$ cat config.mk
export PLATFORM = sky130hd
export DESIGN_NAME = dio_bank
export DESIGN_NICKNAME = d
export VERILOG_FILES = /design/src/rtl/dio_pkg.sv /design/src/rtl/dio_tick_gen.sv /design/src/rtl/dio_glitch_filter.sv /design/src/rtl/dio_port.sv /design/src/rtl/dio_bank.sv
export SDC_FILE = /design/constraint.sdc
export NUM_CORES = 2
export LEC_CHECK = 0
export BUFFER_PORTS_ARGS = -buffer_cell sky130_fd_sc_hd__buf_2
export CAP_MARGIN = 20
export CORE_MARGIN = 2
export CORE_UTILIZATION = 39
export DETAILED_ROUTE_END_ITERATION = 10
export PLACE_DENSITY = 0.65
export SYNTH_ARGS = -nofsm -noshare
export SYNTH_HDL_FRONTEND = slang
export SYNTH_HIERARCHICAL = 1
export SYNTH_SLANG_ARGS = --single-unit
$ cat constraint.sdc
create_clock -name clk -period 3.35 [get_ports clk]
set_input_delay 0.8375 -clock clk [delete_from_list [all_inputs] [get_ports clk]]
set_output_delay 0.8375 -clock clk [all_outputs]
set_load 0.01 [all_outputs]
$ cat src/rtl/dio_pkg.sv
package dio_pkg;
    localparam int          PORT_BITS   = 8;
    localparam int          FILT_W      = 20;
    localparam int          MAX_PORTS   = 12;
    localparam logic [7:0]  ADDR_ID     = 8'h00;
    localparam logic [7:0]  ADDR_FI0    = 8'h08;
    localparam logic [7:0]  ADDR_FI1    = 8'h09;
    localparam logic [7:0]  ADDR_FI2    = 8'h0A;
    localparam logic [3:0]  PORT_HI0    = 4'h4;
    localparam logic [3:0]  OFS_DATA    = 4'h0;
    localparam logic [3:0]  OFS_DIR     = 4'h1;
    localparam logic [3:0]  OFS_FEN     = 4'h4;

    typedef enum logic {
        FLT_STABLE  = 1'b0,
        FLT_PENDING = 1'b1
    } flt_state_e;
endpackage

$ cat src/rtl/dio_tick_gen.sv
module dio_tick_gen #(
    parameter int TICK_DIV = 25
) (
    input  logic clk,
    input  logic rst_n,
    output logic tick
);
    localparam int CW = (TICK_DIV > 1) ? $clog2(TICK_DIV) : 1;

    logic [CW-1:0] cnt;

    always_ff @(posedge clk or negedge rst_n) begin
        if (!rst_n) begin
            cnt  <= '0;
            tick <= 1'b0;
        end else if (cnt == CW'(TICK_DIV - 1)) begin
            cnt  <= '0;
            tick <= 1'b1;
        end else begin
            cnt  <= cnt + 1'b1;
            tick <= 1'b0;
        end
    end
endmodule

$ cat src/rtl/dio_glitch_filter.sv
module dio_glitch_filter
    import dio_pkg::*;
#(
    parameter int FW = FILT_W
) (
    input  logic          clk,
    input  logic          rst_n,
    input  logic          raw,
    input  logic          en,
    input  logic [FW-1:0] interval,
    input  logic          tick,
    output logic          level
);
    flt_state_e    state, state_n;
    logic [FW-1:0] cnt, cnt_n;
    logic          level_n;
    logic          bypass;
    logic [FW:0]   cnt_inc;

    assign bypass  = !en || (interval == '0);
    assign cnt_inc = {1'b0, cnt} + 1'b1;

    always_ff @(posedge clk or negedge rst_n) begin
        if (!rst_n) begin
            state <= FLT_STABLE;
            cnt   <= '0;
            level <= 1'b0;
        end else begin
            state <= state_n;
            cnt   <= cnt_n;
            level <= level_n;
        end
    end

    always_comb begin
        state_n = state;
        cnt_n   = cnt;
        level_n = level;
        unique case (state)
            FLT_STABLE: begin
                if (bypass) begin
                    level_n = raw;
                end else if (raw != level) begin
                    state_n = FLT_PENDING;
                    cnt_n   = '0;
                end
            end
            FLT_PENDING: begin
                if (bypass) begin
                    state_n = FLT_STABLE;
                    level_n = raw;
                end else if (raw == level) begin
                    state_n = FLT_STABLE;
                end else if (tick) begin
                    if (cnt_inc >= {1'b0, interval}) begin
                        state_n = FLT_STABLE;
                        level_n = raw;
                    end else begin
                        cnt_n = cnt_inc[FW-1:0];
                    end
                end
            end
        endcase
    end
endmodule

$ cat src/rtl/dio_port.sv
module dio_port
    import dio_pkg::*;
#(
    parameter bit INVERT_OUT = 1'b0,
    parameter int FW         = FILT_W
) (
    input  logic                 clk,
    input  logic                 rst_n,
    input  logic                 tick,
    input  logic [FW-1:0]        interval,
    input  logic                 wr_data,
    input  logic                 wr_dir,
    input  logic                 wr_fen,
    input  logic [PORT_BITS-1:0] wdata,
    input  logic [PORT_BITS-1:0] pin_in,
    output logic [PORT_BITS-1:0] pin_out,
    output logic [PORT_BITS-1:0] pin_oe,
    output logic [PORT_BITS-1:0] rd_data,
    output logic                 is_input,
    output logic [PORT_BITS-1:0] fen,
    output logic [PORT_BITS-1:0] level
);
    logic [PORT_BITS-1:0] out_q, sync1, sync2;

    always_ff @(posedge clk or negedge rst_n) begin
        if (!rst_n) begin
            out_q    <= '0;
            is_input <= 1'b1;
            fen      <= '0;
            sync1    <= '0;
            sync2    <= '0;
        end else begin
            if (wr_data) out_q    <= wdata;
            if (wr_dir)  is_input <= wdata[0];
            if (wr_fen)  fen      <= wdata;
            sync1 <= pin_in;
            sync2 <= sync1;
        end
    end

    assign pin_out = INVERT_OUT ? ~out_q : out_q;
    assign pin_oe  = {PORT_BITS{~is_input}};
    assign rd_data = is_input ? level : pin_out;

    for (genvar b = 0; b < PORT_BITS; b++) begin : g_bit
        dio_glitch_filter #(.FW(FW)) u_flt (
            .clk      (clk),
            .rst_n    (rst_n),
            .raw      (sync2[b]),
            .en       (fen[b]),
            .interval (interval),
            .tick     (tick),
            .level    (level[b])
        );
    end
endmodule

$ cat src/rtl/dio_bank.sv
module dio_bank
    import dio_pkg::*;
#(
    parameter int         NUM_PORTS  = 4,
    parameter bit         INVERT_OUT = 1'b0,
    parameter int         TICK_DIV   = 25,
    parameter logic [7:0] ID_VALUE   = 8'h5A
) (
    input  logic                           clk,
    input  logic                           rst_n,
    input  logic [7:0]                     bus_addr,
    input  logic                           bus_wr,
    input  logic [7:0]                     bus_wdata,
    output logic [7:0]                     bus_rdata,
    input  logic [NUM_PORTS*PORT_BITS-1:0] pin_in,
    output logic [NUM_PORTS*PORT_BITS-1:0] pin_out,
    output logic [NUM_PORTS*PORT_BITS-1:0] pin_oe
);
    localparam int NB = NUM_PORTS * PORT_BITS;

    logic                 tick;
    logic [FILT_W-1:0]    flt_interval;
    logic [PORT_BITS-1:0] port_rd  [NUM_PORTS];
    logic [PORT_BITS-1:0] port_fen [NUM_PORTS];
    logic                 port_in  [NUM_PORTS];
    logic [NB-1:0]        in_level;
    logic [NB-1:0]        fen_flat;

    dio_tick_gen #(.TICK_DIV(TICK_DIV)) u_tick (
        .clk   (clk),
        .rst_n (rst_n),
        .tick  (tick)
    );

    always_ff @(posedge clk or negedge rst_n) begin
        if (!rst_n) begin
            flt_interval <= '0;
        end else if (bus_wr) begin
            case (bus_addr)
                ADDR_FI0: flt_interval[7:0]   <= bus_wdata;
                ADDR_FI1: flt_interval[15:8]  <= bus_wdata;
                ADDR_FI2: flt_interval[19:16] <= bus_wdata[3:0];
                default:  ;
            endcase
        end
    end

    for (genvar p = 0; p < NUM_PORTS; p++) begin : g_port
        localparam logic [3:0] HI = 4'(int'(PORT_HI0) + p);
        logic hit;
        assign hit = bus_wr && (bus_addr[7:4] == HI);

        dio_port #(.INVERT_OUT(INVERT_OUT), .FW(FILT_W)) u_port (
            .clk      (clk),
            .rst_n    (rst_n),
            .tick     (tick),
            .interval (flt_interval),
            .wr_data  (hit && bus_addr[3:0] == OFS_DATA),
            .wr_dir   (hit && bus_addr[3:0] == OFS_DIR),
            .wr_fen   (hit && bus_addr[3:0] == OFS_FEN),
            .wdata    (bus_wdata),
            .pin_in   (pin_in[p*PORT_BITS +: PORT_BITS]),
            .pin_out  (pin_out[p*PORT_BITS +: PORT_BITS]),
            .pin_oe   (pin_oe[p*PORT_BITS +: PORT_BITS]),
            .rd_data  (port_rd[p]),
            .is_input (port_in[p]),
            .fen      (port_fen[p]),
            .level    (in_level[p*PORT_BITS +: PORT_BITS])
        );
        assign fen_flat[p*PORT_BITS +: PORT_BITS] = port_fen[p];
    end

    always_comb begin
        bus_rdata = '0;
        case (bus_addr)
            ADDR_ID:  bus_rdata = ID_VALUE;
            ADDR_FI0: bus_rdata = flt_interval[7:0];
            ADDR_FI1: bus_rdata = flt_interval[15:8];
            ADDR_FI2: bus_rdata = {4'h0, flt_interval[19:16]};
            default:  ;
        endcase
        for (int p = 0; p < NUM_PORTS; p++) begin
            if (bus_addr[7:4] == 4'(int'(PORT_HI0) + p)) begin
                case (bus_addr[3:0])
                    OFS_DATA: bus_rdata = port_rd[p];
                    OFS_DIR:  bus_rdata = {7'h00, port_in[p]};
                    OFS_FEN:  bus_rdata = port_fen[p];
                    default:  bus_rdata = '0;
                endcase
            end
        end
    end
endmodule

==> flow_metrics.tcl <==
set metrics [dict create \
    hp-class "in2reg" \
    area_delta_synth_final_pct 30.3 \
    routed_wirelength_um 231000 \
    vias_per_cell 5.74 \
    grt_use_met3 0.0352 \
    synth_area_um2 69200 \
    setup_violations 105 \
    final_cell_mix "1131 x buf_4, 819 x dfrtp_1, 708 x inv_1" \
    avgSynthCellArea_um2 9.32 \
    fin_util 0.512 \
    drive_gt1_frac 0.313 \
    synth.top_cell.area_share 0.310 \
    num-fill-cells 15400 \
    ios 123 \
    timing.final.crit_share 1.14 \
    rows 154 \
    cts_tree "yes" \
    hpwlAfterDp_um 154000 \
    crit_path_end_kind "output pin" \
    setup_ws_ns -0.476 \
    synth_edf_count 0 \
    met2_usage 0.389 \
    drtIter0Drc 5214 \
    portBuffers 122 \
    drv_slew 0 \
    powerDensity_nw_per_um2 312 \
    total_power_mw 28.1 \
    place_congestion 0.933 \
    die_h_um 425 \
    critPathMaxFanout 3 \
    core_area_um2 176000 \
    fmax_mhz 261 \
    wl_per_cell_um 20.7 \
    grt_pass1_vias 62500 \
    multi_input_area_um2 46800 \
    synth_nets 8151 \
    max_cap_violations 0 \
    ir_worst_vdd_mv 0.399 \
    grt_pass1_wl_um 348000 \
    violations "setup timing" \
    synth_seq_cells 862 \
    cts_buffers 106 \
    yosysUniqueCellTypes 106 \
    grt_use_total 0.240 \
    synth-async-reset-ratio 1.00 \
    cts-htree-levels 3 \
    hold_viol 0 \
    regArea_um2 21700 \
    holdWs_ns 0.152 \
    syn_inst 7426 \
    initial_core_util 0.393 \
    dpl.cell_count 10600 \
    synthFlopType "dfrtp_1" \
    cp.required_ns 2.51 \
    period_needed_ns 3.83 \
    cts.path.max_buffers 3 \
    skew_ns 0.0566 \
    die_width_um 425 \
    met1_usage 0.306 \
    antenna_found_initial 8 \
    rsz0062_at_grt "yes" \
    busiest_layer "met2" \
    nets 9415 \
    p_leak_nw 42.9 \
    crit_type "reg2out" \
    insertion_delay_ns 0.79 \
    yosysTopAreaCell "dfrtp_1" \
    worstPathArrival_ns 2.99 \
    yosysWarnings 6 \
    stdcell_count 11100 \
    ant_nets 0 \
    layout_commonest_cell "buf_4" \
    vias 63900 \
    clk_pin_slew_worst_paths_ns 0.06 \
    relSlewSlack 0.367 \
    synth_area_leaders "dfrtp_1 31%, ha_1 12%, a22o_1 4.1%" \
    drc 0 \
    dieArea_um2 181000 \
    cts_root_buf "clkbuf_16" \
    yosysSeqAreaShare 0.312 \
    grt_overflow 0 \
    startpoint_type "flip-flop" \
    tightest_slew_ns 0.950 \
    cts_num_sinks 862 \
    status "finished, violations left" \
    grt_max_degree 116 \
    firstDrtPassIters 6 \
]
-- synthesized netlist by cell type, types with 52 or more instances --
| cell type | n |
|---|---|
| dfrtp_1 | 858 |
| nor3_1 | 152 |
| nand2b_1 | 63 |
| clkbuf_1 | 52 |
| xnor2_2 | 54 |
| o21ai_0 | 216 |
| a21o_1 | 67 |
| buf_4 | 53 |
| a22o_1 | 324 |
| buf_2 | 126 |
| xor2_1 | 237 |
| nand2_1 | 621 |
| nand3_1 | 380 |
| xnor2_1 | 317 |
| o2bb2ai_1 | 70 |
| a21oi_1 | 241 |
| nor4_1 | 205 |
| mux2_4 | 96 |
| ha_1 | 674 |
| and4_1 | 61 |
| a221o_1 | 94 |
| buf_6 | 69 |
| nor2_1 | 397 |
| nand4_1 | 174 |
| and3_1 | 90 |
| or3_1 | 52 |
| inv_1 | 709 |
| o211ai_1 | 111 |
-- worst paths after layout --
path / endpoint / depth (start not counted) / slack (ns) / start
worst max-delay path: bus_rdata[5] / 8 / -0.48 / g_port[1].u_port/is_input$_DFFE_PN1P_
worst min-delay path: g_port[0].u_port/sync1[4]$_DFF_PN0_ / 1 / 0.15 / pin_in[4]
worst max register to register: g_port[0].u_port/g_bit[3].u_flt/cnt[19]$_DFFE_PN0P_ / 15 / -0.17 / g_port[0].u_port/g_bit[3].u_flt/cnt[0]$_DFFE_PN0P_
worst min register to register: g_port[1].u_port/sync2[0]$_DFF_PN0_ / 0 / 0.33 / g_port[1].u_port/sync1[0]$_DFF_PN0_
max in group asynchronous: g_port[0].u_port/g_bit[6].u_flt/cnt[0]$_DFFE_PN0P_ / 4 / 1.73 / rst_n
min in group asynchronous: g_port[1].u_port/g_bit[3].u_flt/cnt[2]$_DFFE_PN0P_ / 2 / 0.53 / rst_n
-- per-stage QoR --
step	setup slack (ns)	TNS, ns	cell area [um2]
final	-0.476	-7.93	90200
after global routing	-0.524	-49.90	90200
after CTS	-0.511	-3.63	84500
after detailed placement	-0.436	-44.72	79400
after global placement	-0.447	-23.44	79400
after floorplan	-0.00206	-0.00206	69300
-- per-layer routing --
layer / wire length, um / vias up
li1: - / 29700
met1: 95600 / 31400
met2: 107000 / 2177
met3: 14000 / 631
met4: 14300 / 0
met5: 0 / -
-- timing repair --
| action | 4_1_cts | 5_1_grt |
|---|---|---|
| endpoints found under the hold margin | 12 | 0 |
| hold buffers | 1 | 0 |
| pin swaps | 69 | 533 |
| cloned | 0 | 27 |
| setup buffers | 56 | 256 |
| setup endpoints to repair | 403 | 660 |
| resized for setup | 157 | 712 |
-- final cells by class --
cell class / count / area share
Antenna cell: 9 / 0.000250
Sequential cell: 862 / 0.240
Clock buffer: 148 / 0.0333
Timing Repair Buffer: 1469 / 0.137
Tap cell: 2340 / 0.0325
Inverter: 709 / 0.0295
Multi-Input combinational cell: 5542 / 0.518
Clock inverter: 53 / 0.00920
-- where the power goes --
part / switching [mW] / internal (mW) / leakage, nW
Sequential: 0.270 / 10.5 / 11.7
Clock: 5.14 / 7.67 / 1.85
Combinational: 2.65 / 1.89 / 29.3
Total: 8.05 / 20.1 / 42.9
-- sequential cells by signal, indices dropped and copies added (netlist names) --
name,count
g_port.u_port/g_bit.u_flt/cnt,640
g_port.u_port/fen,32
g_port.u_port/g_bit.u_flt/level,32
g_port.u_port/g_bit.u_flt/state,32
g_port.u_port/pin_out,32
g_port.u_port/sync1,32
g_port.u_port/sync2,32
flt_interval,20
u_tick/cnt,5
g_port.u_port/is_input,4
u_tick/tick,1
-- cell families after synthesis --
group | share of synthesized area
flip-flops | 0.312
buffers and inverters | 0.0722
AO/OA/AOI/OAI | 0.151
adder cells (fa/ha/maj) | 0.122
XOR/XNOR | 0.0828
AND/OR/NAND/NOR | 0.224
multiplexers | 0.0364
-- critical path, cell delays in order (launching register included) --
cell and delay, ns:
dfstp_2 0.61, buf_12 0.13, buf_6 0.10, mux2_4 0.32, mux4_2 0.49, mux2i_4 0.17
o32ai_2 0.11, buf_6 0.16, buf_6 0.12
(Power assumes the default switching activity.)
